File: src/rtl/cfgsl_pkg.sv
package cfgsl_pkg;

    typedef enum logic [1:0] {
        ST_IDLE     = 2'd0,
        ST_SHIFT_LO = 2'd1,
        ST_SHIFT_HI = 2'd2,
        ST_STROBE   = 2'd3
    } sl_state_t;

    typedef enum logic {
        LD_FULL = 1'b0,
        LD_MODE = 1'b1
    } ld_kind_t;

endpackage

File: src/rtl/cfgsl_bank.sv
module cfgsl_bank #(
    parameter int TOTAL_BITS = 960,
    parameter int WORD_BITS  = 16,
    parameter int N_WORDS    = 60,
    parameter int ADDR_W     = 6,
    parameter int IDX_W      = 10
) (
    input  logic              clk,
    input  logic              rst_n,
    input  logic              wr_en,
    input  logic [ADDR_W-1:0] wr_addr,
    input  logic [WORD_BITS-1:0] wr_data,
    input  logic              busy,
    input  logic [IDX_W-1:0]  rd_idx,
    input  logic              commit,
    output logic              img_bit,
    output logic              ref_bit,
    output logic              ref_valid
);

    logic [N_WORDS-1:0][WORD_BITS-1:0] img_q;
    logic [TOTAL_BITS-1:0]             ref_q;
    logic [TOTAL_BITS-1:0]             img_flat;

    assign img_flat = img_q;

    // host image: one word per write, frozen while a load runs
    always_ff @(posedge clk or negedge rst_n) begin
        if (!rst_n) begin
            img_q <= '0;
        end else if (wr_en && !busy) begin
            for (int w = 0; w < N_WORDS; w++) begin
                if (wr_addr == ADDR_W'(w)) begin
                    img_q[w] <= wr_data;
                end
            end
        end
    end

    // reference copy of the last full stream, for the echo compare
    always_ff @(posedge clk or negedge rst_n) begin
        if (!rst_n) begin
            ref_q     <= '0;
            ref_valid <= 1'b0;
        end else if (commit) begin
            ref_q     <= img_flat;
            ref_valid <= 1'b1;
        end
    end

    assign img_bit = img_flat[rd_idx];
    assign ref_bit = ref_q[rd_idx];

    AST_BANK_FROZEN: assert property (@(posedge clk) disable iff (!rst_n)
        busy |=> $stable(img_q));

endmodule

File: src/rtl/cfgsl_tick.sv
module cfgsl_tick #(
    parameter int HALF_SLOW = 20000,
    parameter int HALF_FAST = 2000
) (
    input  logic clk,
    input  logic rst_n,
    input  logic run,
    input  logic fast,
    output logic tick
);

    localparam int HMAX  = (HALF_SLOW > HALF_FAST) ? HALF_SLOW : HALF_FAST;
    localparam int CNT_W = (HMAX > 2) ? $clog2(HMAX) : 1;
    localparam logic [CNT_W-1:0] LIM_S = CNT_W'(HALF_SLOW - 1);
    localparam logic [CNT_W-1:0] LIM_F = CNT_W'(HALF_FAST - 1);

    logic [CNT_W-1:0] cnt_q;

    assign tick = run && (cnt_q == (fast ? LIM_F : LIM_S));

    always_ff @(posedge clk or negedge rst_n) begin
        if (!rst_n) begin
            cnt_q <= '0;
        end else if (!run || tick) begin
            cnt_q <= '0;
        end else begin
            cnt_q <= cnt_q + 1'b1;
        end
    end

    AST_TICK_SPACED: assert property (@(posedge clk) disable iff (!rst_n)
        tick |=> !tick);

endmodule

File: src/rtl/cfgsl_fsm.sv
module cfgsl_fsm
    import cfgsl_pkg::*;
#(
    parameter int N_CHIPS    = 6,
    parameter int CHIP_BITS  = 160,
    parameter int TOTAL_BITS = 960,
    parameter int MODE_BITS  = 9,
    parameter int SW_OFS     = 144,
    parameter int IDX_W      = 10
) (
    input  logic             clk,
    input  logic             rst_n,
    input  logic             start_full,
    input  logic             start_mode,
    input  logic             rate_fast,
    input  logic             cal_route,
    input  logic             tick,
    input  logic             img_bit,
    input  logic             ref_bit,
    input  logic             ref_valid,
    input  logic             chain_dout,
    output logic [IDX_W-1:0] rd_idx,
    output logic             commit,
    output logic             rate_q,
    output logic             sclk,
    output logic             sdata,
    output logic             latch,
    output logic             isolate,
    output logic             chain_sel,
    output logic             cal_sel,
    output logic             busy,
    output logic             done,
    output logic             mismatch
);

    localparam int CHIP_W = (N_CHIPS > 1) ? $clog2(N_CHIPS) : 1;
    localparam int MB_W   = (MODE_BITS > 1) ? $clog2(MODE_BITS) : 1;
    localparam logic [IDX_W-1:0]  IDX_TOP  = IDX_W'(TOTAL_BITS - 1);
    localparam logic [CHIP_W-1:0] CHIP_TOP = CHIP_W'(N_CHIPS - 1);
    localparam logic [MB_W-1:0]   MB_TOP   = MB_W'(MODE_BITS - 1);

    sl_state_t        state_q, state_d;
    ld_kind_t         kind_q;
    logic [IDX_W-1:0] idx_q;
    logic [CHIP_W-1:0] chip_q;
    logic [MB_W-1:0]  mbit_q;
    logic             last_q, mis_acc_q, route_q;
    logic             go_full, go_mode, use_mode, at_last, echo_bad;

    assign go_full  = start_full;
    assign go_mode  = start_mode && !start_full;
    assign use_mode = (state_q == ST_IDLE) ? go_mode : (kind_q == LD_MODE);
    assign at_last  = (kind_q == LD_MODE) ? ((chip_q == '0) && (mbit_q == '0))
                                          : (idx_q == '0);
    assign rd_idx   = use_mode ? (IDX_W'(chip_q) * IDX_W'(CHIP_BITS) + IDX_W'(SW_OFS)
                                  + IDX_W'(mbit_q))
                               : idx_q;
    assign commit   = (state_q == ST_STROBE) && tick && (kind_q == LD_FULL);
    assign echo_bad = (kind_q == LD_FULL) && ref_valid && (chain_dout != ref_bit);

    // next-state decision
    always_comb begin
        state_d = state_q;
        unique case (state_q)
            ST_IDLE:     if (go_full || go_mode) state_d = ST_SHIFT_LO;
            ST_SHIFT_LO: if (tick)               state_d = ST_SHIFT_HI;
            ST_SHIFT_HI: if (tick)               state_d = last_q ? ST_STROBE : ST_SHIFT_LO;
            ST_STROBE:   if (tick)               state_d = ST_IDLE;
            default:                             state_d = ST_IDLE;
        endcase
    end

    // state register
    always_ff @(posedge clk or negedge rst_n) begin
        if (!rst_n) state_q <= ST_IDLE;
        else        state_q <= state_d;
    end

    // outputs and counters
    always_ff @(posedge clk or negedge rst_n) begin
        if (!rst_n) begin
            kind_q    <= LD_FULL;
            idx_q     <= IDX_TOP;
            chip_q    <= CHIP_TOP;
            mbit_q    <= MB_TOP;
            last_q    <= 1'b0;
            mis_acc_q <= 1'b0;
            route_q   <= 1'b0;
            rate_q    <= 1'b0;
            sclk      <= 1'b0;
            sdata     <= 1'b0;
            latch     <= 1'b0;
            isolate   <= 1'b0;
            chain_sel <= 1'b0;
            cal_sel   <= 1'b0;
            busy      <= 1'b0;
            done      <= 1'b0;
            mismatch  <= 1'b0;
        end else begin
            done <= 1'b0;
            unique case (state_q)
                ST_IDLE: begin
                    if (go_full || go_mode) begin
                        kind_q    <= go_mode ? LD_MODE : LD_FULL;
                        rate_q    <= rate_fast;
                        route_q   <= cal_route;
                        sdata     <= img_bit;
                        chain_sel <= go_mode;
                        busy      <= 1'b1;
                        isolate   <= 1'b1;
                        mis_acc_q <= 1'b0;
                        last_q    <= 1'b0;
                    end
                end
                ST_SHIFT_LO: begin
                    if (tick) begin
                        sclk <= 1'b1;
                        if (echo_bad) mis_acc_q <= 1'b1;
                        if (at_last) begin
                            last_q <= 1'b1;
                        end else if (kind_q == LD_MODE) begin
                            if (mbit_q == '0) begin
                                mbit_q <= MB_TOP;
                                chip_q <= chip_q - 1'b1;
                            end else begin
                                mbit_q <= mbit_q - 1'b1;
                            end
                        end else begin
                            idx_q <= idx_q - 1'b1;
                        end
                    end
                end
                ST_SHIFT_HI: begin
                    if (tick) begin
                        sclk <= 1'b0;
                        if (last_q) latch <= 1'b1;
                        else        sdata <= img_bit;
                    end
                end
                ST_STROBE: begin
                    if (tick) begin
                        latch     <= 1'b0;
                        done      <= 1'b1;
                        busy      <= 1'b0;
                        isolate   <= 1'b0;
                        chain_sel <= 1'b0;
                        cal_sel   <= route_q;
                        if (kind_q == LD_FULL) mismatch <= mis_acc_q;
                        idx_q     <= IDX_TOP;
                        chip_q    <= CHIP_TOP;
                        mbit_q    <= MB_TOP;
                        last_q    <= 1'b0;
                    end
                end
                default: ;
            endcase
        end
    end

    AST_SDATA_STABLE_RISE: assert property (@(posedge clk) disable iff (!rst_n)
        $rose(sclk) |-> $stable(sdata));
    AST_IDLE_QUIET: assert property (@(posedge clk) disable iff (!rst_n)
        !busy |-> (!sclk && !latch && !isolate && !chain_sel));
    AST_DONE_DROPS_BUSY: assert property (@(posedge clk) disable iff (!rst_n)
        done |-> (!busy && !isolate && $past(busy)));
    AST_LATCH_SCLK_LOW: assert property (@(posedge clk) disable iff (!rst_n)
        latch |-> !sclk);
    AST_START_IGNORED: assert property (@(posedge clk) disable iff (!rst_n)
        ((state_q == ST_SHIFT_LO || state_q == ST_SHIFT_HI) && (start_full || start_mode))
        |=> ($stable(kind_q) && $stable(route_q) && busy));

endmodule

File: src/rtl/cfg_shift_loader.sv
module cfg_shift_loader #(
    parameter int N_CHIPS   = 6,
    parameter int SW_BITS   = 16,
    parameter int DAC_CH    = 18,
    parameter int DAC_BITS  = 8,
    parameter int MODE_BITS = 9,
    parameter int WORD_BITS = 16,
    parameter int HALF_SLOW = 20000,
    parameter int HALF_FAST = 2000,
    localparam int CHIP_BITS  = SW_BITS + DAC_CH * DAC_BITS,
    localparam int TOTAL_BITS = N_CHIPS * CHIP_BITS,
    localparam int N_WORDS    = TOTAL_BITS / WORD_BITS,
    localparam int ADDR_W     = $clog2(N_WORDS),
    localparam int IDX_W      = $clog2(TOTAL_BITS),
    localparam int SW_OFS     = CHIP_BITS - SW_BITS
) (
    input  logic                 clk,
    input  logic                 rst_n,
    input  logic                 wr_en,
    input  logic [ADDR_W-1:0]    wr_addr,
    input  logic [WORD_BITS-1:0] wr_data,
    input  logic                 start_full,
    input  logic                 start_mode,
    input  logic                 rate_fast,
    input  logic                 cal_route,
    input  logic                 chain_dout,
    output logic                 sclk,
    output logic                 sdata,
    output logic                 latch,
    output logic                 isolate,
    output logic                 chain_sel,
    output logic                 cal_sel,
    output logic                 busy,
    output logic                 done,
    output logic                 mismatch
);

    logic [IDX_W-1:0] rd_idx;
    logic img_bit, ref_bit, ref_valid, commit, rate_q, tick;

    cfgsl_bank #(
        .TOTAL_BITS(TOTAL_BITS), .WORD_BITS(WORD_BITS), .N_WORDS(N_WORDS),
        .ADDR_W(ADDR_W), .IDX_W(IDX_W)
    ) u_bank (
        .clk(clk), .rst_n(rst_n), .wr_en(wr_en), .wr_addr(wr_addr), .wr_data(wr_data),
        .busy(busy), .rd_idx(rd_idx), .commit(commit),
        .img_bit(img_bit), .ref_bit(ref_bit), .ref_valid(ref_valid)
    );

    cfgsl_tick #(
        .HALF_SLOW(HALF_SLOW), .HALF_FAST(HALF_FAST)
    ) u_tick (
        .clk(clk), .rst_n(rst_n), .run(busy), .fast(rate_q), .tick(tick)
    );

    cfgsl_fsm #(
        .N_CHIPS(N_CHIPS), .CHIP_BITS(CHIP_BITS), .TOTAL_BITS(TOTAL_BITS),
        .MODE_BITS(MODE_BITS), .SW_OFS(SW_OFS), .IDX_W(IDX_W)
    ) u_fsm (
        .clk(clk), .rst_n(rst_n), .start_full(start_full), .start_mode(start_mode),
        .rate_fast(rate_fast), .cal_route(cal_route), .tick(tick),
        .img_bit(img_bit), .ref_bit(ref_bit), .ref_valid(ref_valid), .chain_dout(chain_dout),
        .rd_idx(rd_idx), .commit(commit), .rate_q(rate_q),
        .sclk(sclk), .sdata(sdata), .latch(latch), .isolate(isolate),
        .chain_sel(chain_sel), .cal_sel(cal_sel), .busy(busy), .done(done),
        .mismatch(mismatch)
    );

    AST_ISOLATE_TRACKS_BUSY: assert property (@(posedge clk) disable iff (!rst_n)
        busy |-> isolate);

endmodule

File: config.mk
export PLATFORM = sky130hd
export DESIGN_NAME = cfg_shift_loader
export DESIGN_NICKNAME = d
export VERILOG_FILES = /design/src/rtl/cfgsl_pkg.sv /design/src/rtl/cfgsl_bank.sv /design/src/rtl/cfgsl_tick.sv /design/src/rtl/cfgsl_fsm.sv /design/src/rtl/cfg_shift_loader.sv
export SDC_FILE = /design/constraint.sdc
export NUM_CORES = 2
export LEC_CHECK = 0
export BUFFER_PORTS_ARGS = -buffer_cell sky130_fd_sc_hd__buf_2
export CAP_MARGIN = 20
export CORE_ASPECT_RATIO = 1.2
export CORE_UTILIZATION = 44
export CTS_CLUSTER_DIAMETER = 30
export DETAILED_ROUTE_END_ITERATION = 6
export PLACE_DENSITY = 0.59
export SYNTH_ARGS = -nofsm -noshare
export SYNTH_HDL_FRONTEND = slang
export SYNTH_HIERARCHICAL = 1
export SYNTH_SLANG_ARGS = --single-unit
export TNS_END_PERCENT = 10
File: constraint.sdc
create_clock -name clk -period 4.8 [get_ports clk]
set_input_delay 0.96 -clock clk [delete_from_list [all_inputs] [get_ports clk]]
set_output_delay 0.96 -clock clk [all_outputs]
set_load 0.05 [all_outputs]
==> run summary <==
flop-to-flop setup slack = 150 ps
vias per inst = 5.90
Peak VDD IR = 0.000301 V
worst r2r path cells = 16
H-tree levels = 5
cell count after placement = 8,442
P_leak = 52.0 nW
fin cells = 9,204
clock sinks = 1,968
die area = 0.206 sq mm
Slew HR = 21.9%
Compound-Gate Fraction of Synth Area = 2.58%
Cell Area, Synth = 0.0897 sq mm
CTS tree = yes
routed wire length = 263,000 um
DR DRC count = 0
Avg Inst Size Synth = 15.6 sq um
root buf cell = clkbuf_16
Worst Hold Path Cells = 2
all-layer global routing usage = 25.8%
post-synthesis simple-gate area fraction = 2.37%
Synth cell types = 85
Hold EP = u_fsm/route_q$_DFFE_PN0P_
Clk pin slew, worst setup/hold paths = 50 ps
critical path arrival = 5490 ps
number of enable flip-flop cells after synthesis = 0
CP Max Fanout = 21
first-pass GRT wire length = 398,000 um
FMAX = 215 MHz
Critical Path Source Type = flop
synth warn = 6
area growth from synthesis to layout = 22.8%
clk buf depth = 4
synth top area cells = dfrtp_1, mux2_2, mux4_2, clkbuf_1, mux2i_1
DRT iter0 DRCs = 3,554
CORE AREA = 0.203 sq mm
remaining global-route overflow = 0
DR WL/cell = 28.5 um
proportion of synthesized area in mux cells = 37.2%
Worst Hold Launch = cal_route
Min Clock Period, post-route = 4650 ps
CP Class = flop to flop
chip width = 414 um
final antenna-violating net count = 0
top-area cell type share of the netlist area = 54.5%
HPWL after detailed placement = 169,000 um
prevailing post-synth register cell = dfrtp_1
most frequent cells in the layout = dfrtp_1, mux2_2, mux4_2, clkbuf_16, buf_4
Syn Nets = 5,793
Finish-stage setup viols = 0
gpl congestion = 0.865
Hold Crit Class = input port to flop
TNS Setup = 0 ps
Ports = 39
Final Skew = 52.8 ps
worst skew pair latency = 970 ps
xor and xnor area share after synthesis = 0.146%
vias in the first global route = 58,800
outcome = finished, final reports clean
ys async rst share = 100%
max_cap viols = 0
final cycle utilization of the critical path = 96.9%
Layout Nets = 6,262
final setup margin = 149 ps
Pwr Density = 444 mW/mm^2
Vias = 54,300
Synth Area in Adders = 0.195%
Cells after Synth = 5,749
Crit. End Element = flop
endpoints failing hold = 0
initial core utilization = 44.3%
Std-Cell Rows = 181
initial antenna violation count = 22
Max Slew Vio Count = 0
share of cells above drive strength 1 = 56.4%
CTS buffer count = 412
Yosys reg bits = 1,968
Die H = 497 um
largest family of logic cells by synthesized area = multiplexers
CP required = 5640 ps
drt first pass iters = 5
worst-margin pin slew = 1170 ps
RSZ-0062 raised after global routing = false
leading area contributor after synthesis = dfrtp_1
R2R Path End = u_fsm/sdata$_DFFE_PN0P_
Reg2Reg Launch Point = u_fsm/state_q[1]$_DFFE_PN0P_
Place WS = -1450 ps
sequential area share after synthesis = 54.9%
number of fill cells = 16,100
IO buf count = 38
largest net degree at the start of global routing = 140
commonest non-fill, non-tap cell in the layout = dfrtp_1
overall power = 48.9 mW
-- routing by layer --
layer | up-vias | global-route usage [%] | part of all wire (%)
li1 | 22800 | - | -
met1 | 29600 | 34.1 | 43
met2 | 1403 | 42.9 | 49
met3 | 490 | 4.41 | 4.6
met4 | 6 | 9.45 | 3.4
met5 | - | 0 | 0.013
-- cells in the mapped netlist (all sizes together), types with 4 or more instances --
master and number:
dfrtp 1956, a21oi 50, ha 14, a21o 5
o211ai 11, xnor2 12, o22ai 24, nor3 44
or4 8, dfstp 12, nor2 71, buf 128
nor2b 13, a211oi 16, o221ai 35, nand2b 17
o21ai 45, mux4 472, and2 10, nor4 10
nand2 167, a22o 11, a221oi 12, o31ai 7
mux2i 102, or2 12, clkbuf 332, nand4 13
nor3b 4, a22oi 47, mux2 1931, and3 5
nand3 45, a32oi 6, inv 19, a31oi 24
or3 8
-- sequential cells by signal, indices dropped and copies added, names as in the netlist, 2 cells and up --
register and count:
u_bank/img_flat 960, u_bank/ref_q 960, u_tick/cnt_q 15, u_fsm/idx_q 10
u_fsm/mbit_q 4, u_fsm/chip_q 3, u_fsm/state_q 2
-- where the power goes --
part	switching, mW	internal (mW)
sequential	0.0431	16.7
combinational	2.33	1.06
clock	9.30	19.5
-- critical path, cell delays in order, from the launching register on --
cell and delay [ps]:
dfrtp_1 390, inv_1 130, ha_4 190, nand3b_1 110, o21a_4 170, buf_4 180, o21ai_4 290, buf_6 290
buf_12 220, buf_4 150, mux4_2 290, mux4_2 560, o211ai_1 370, nand3_1 310, a211oi_1 340, o31ai_1 190
mux2_1 310
-- metrics by stage --
step | hold WS, ps | instance area, sq um | util (%)
6_report | 243 | 110000 | 54.4
5_1_grt | 217 | 110000 | 54.4
4_1_cts | 181 | 110000 | 54.3
3_5_place_dp | 461 | 95700 | 47.2
3_3_place_gp | 456 | 95700 | 47.2
2_1_floorplan | 437 | 89700 | -
-- final cells by class --
| cell class | count | area (sq um) | area share, % |
|---|---|---|---|
| flip-flops and latches | 1968 | 49300 | 44.7 |
| multi-input cells | 3299 | 38400 | 34.9 |
| clock buffers | 508 | 11300 | 10.2 |
| repair buffers | 515 | 4930 | 4.48 |
| well taps | 2653 | 3320 | 3.01 |
| clock inverters | 231 | 2870 | 2.61 |
| inverters | 22 | 86.3 | 0.0783 |
| diodes | 8 | 20.0 | 0.0182 |
-- cell families (layout without fill, tap and decap cells) --
kind of cell	count (synthesis)	after routing
adder cells (fa/ha/maj)	14	14
multiplexers	2505	2505
buffers and inverters	482	1276
flip-flops	1968	1968
other	0	8
AND/OR/NAND/NOR	439	439
XOR/XNOR	15	15
AO/OA/AOI/OAI	326	326
-- timing repair --
item | CTS | global route
hold buffers | 1 | 0
setup buffers | 1 | 12
pin swaps | 2 | 5
endpoints found under the hold margin | 3 | 0
setup endpoints to repair | 2 | 2
cloned | 0 | 1
resized for setup | 18 | 18
-- worst max-delay path by stage --
stage	startpoint	endpoint	slack, ps	cells after the start
global placement	start_full	u_fsm/mis_acc_q$_DFFE_PN0P_	-1770	17
CTS	u_fsm/state_q[0]$_DFFE_PN0P_	u_fsm/mis_acc_q$_DFFE_PN0P_	0.7	18
finish	u_fsm/state_q[1]$_DFFE_PN0P_	u_fsm/sdata$_DFFE_PN0P_	150	16
detailed placement	start_full	u_fsm/mis_acc_q$_DFFE_PN0P_	-1450	16
floorplan	start_full	u_fsm/mis_acc_q$_DFFE_PN0P_	320	19
global route	u_fsm/state_q[1]$_DFFE_PN0P_	u_fsm/mis_acc_q$_DFFE_PN0P_	30	19
Power figures use the tool's default switching activity.
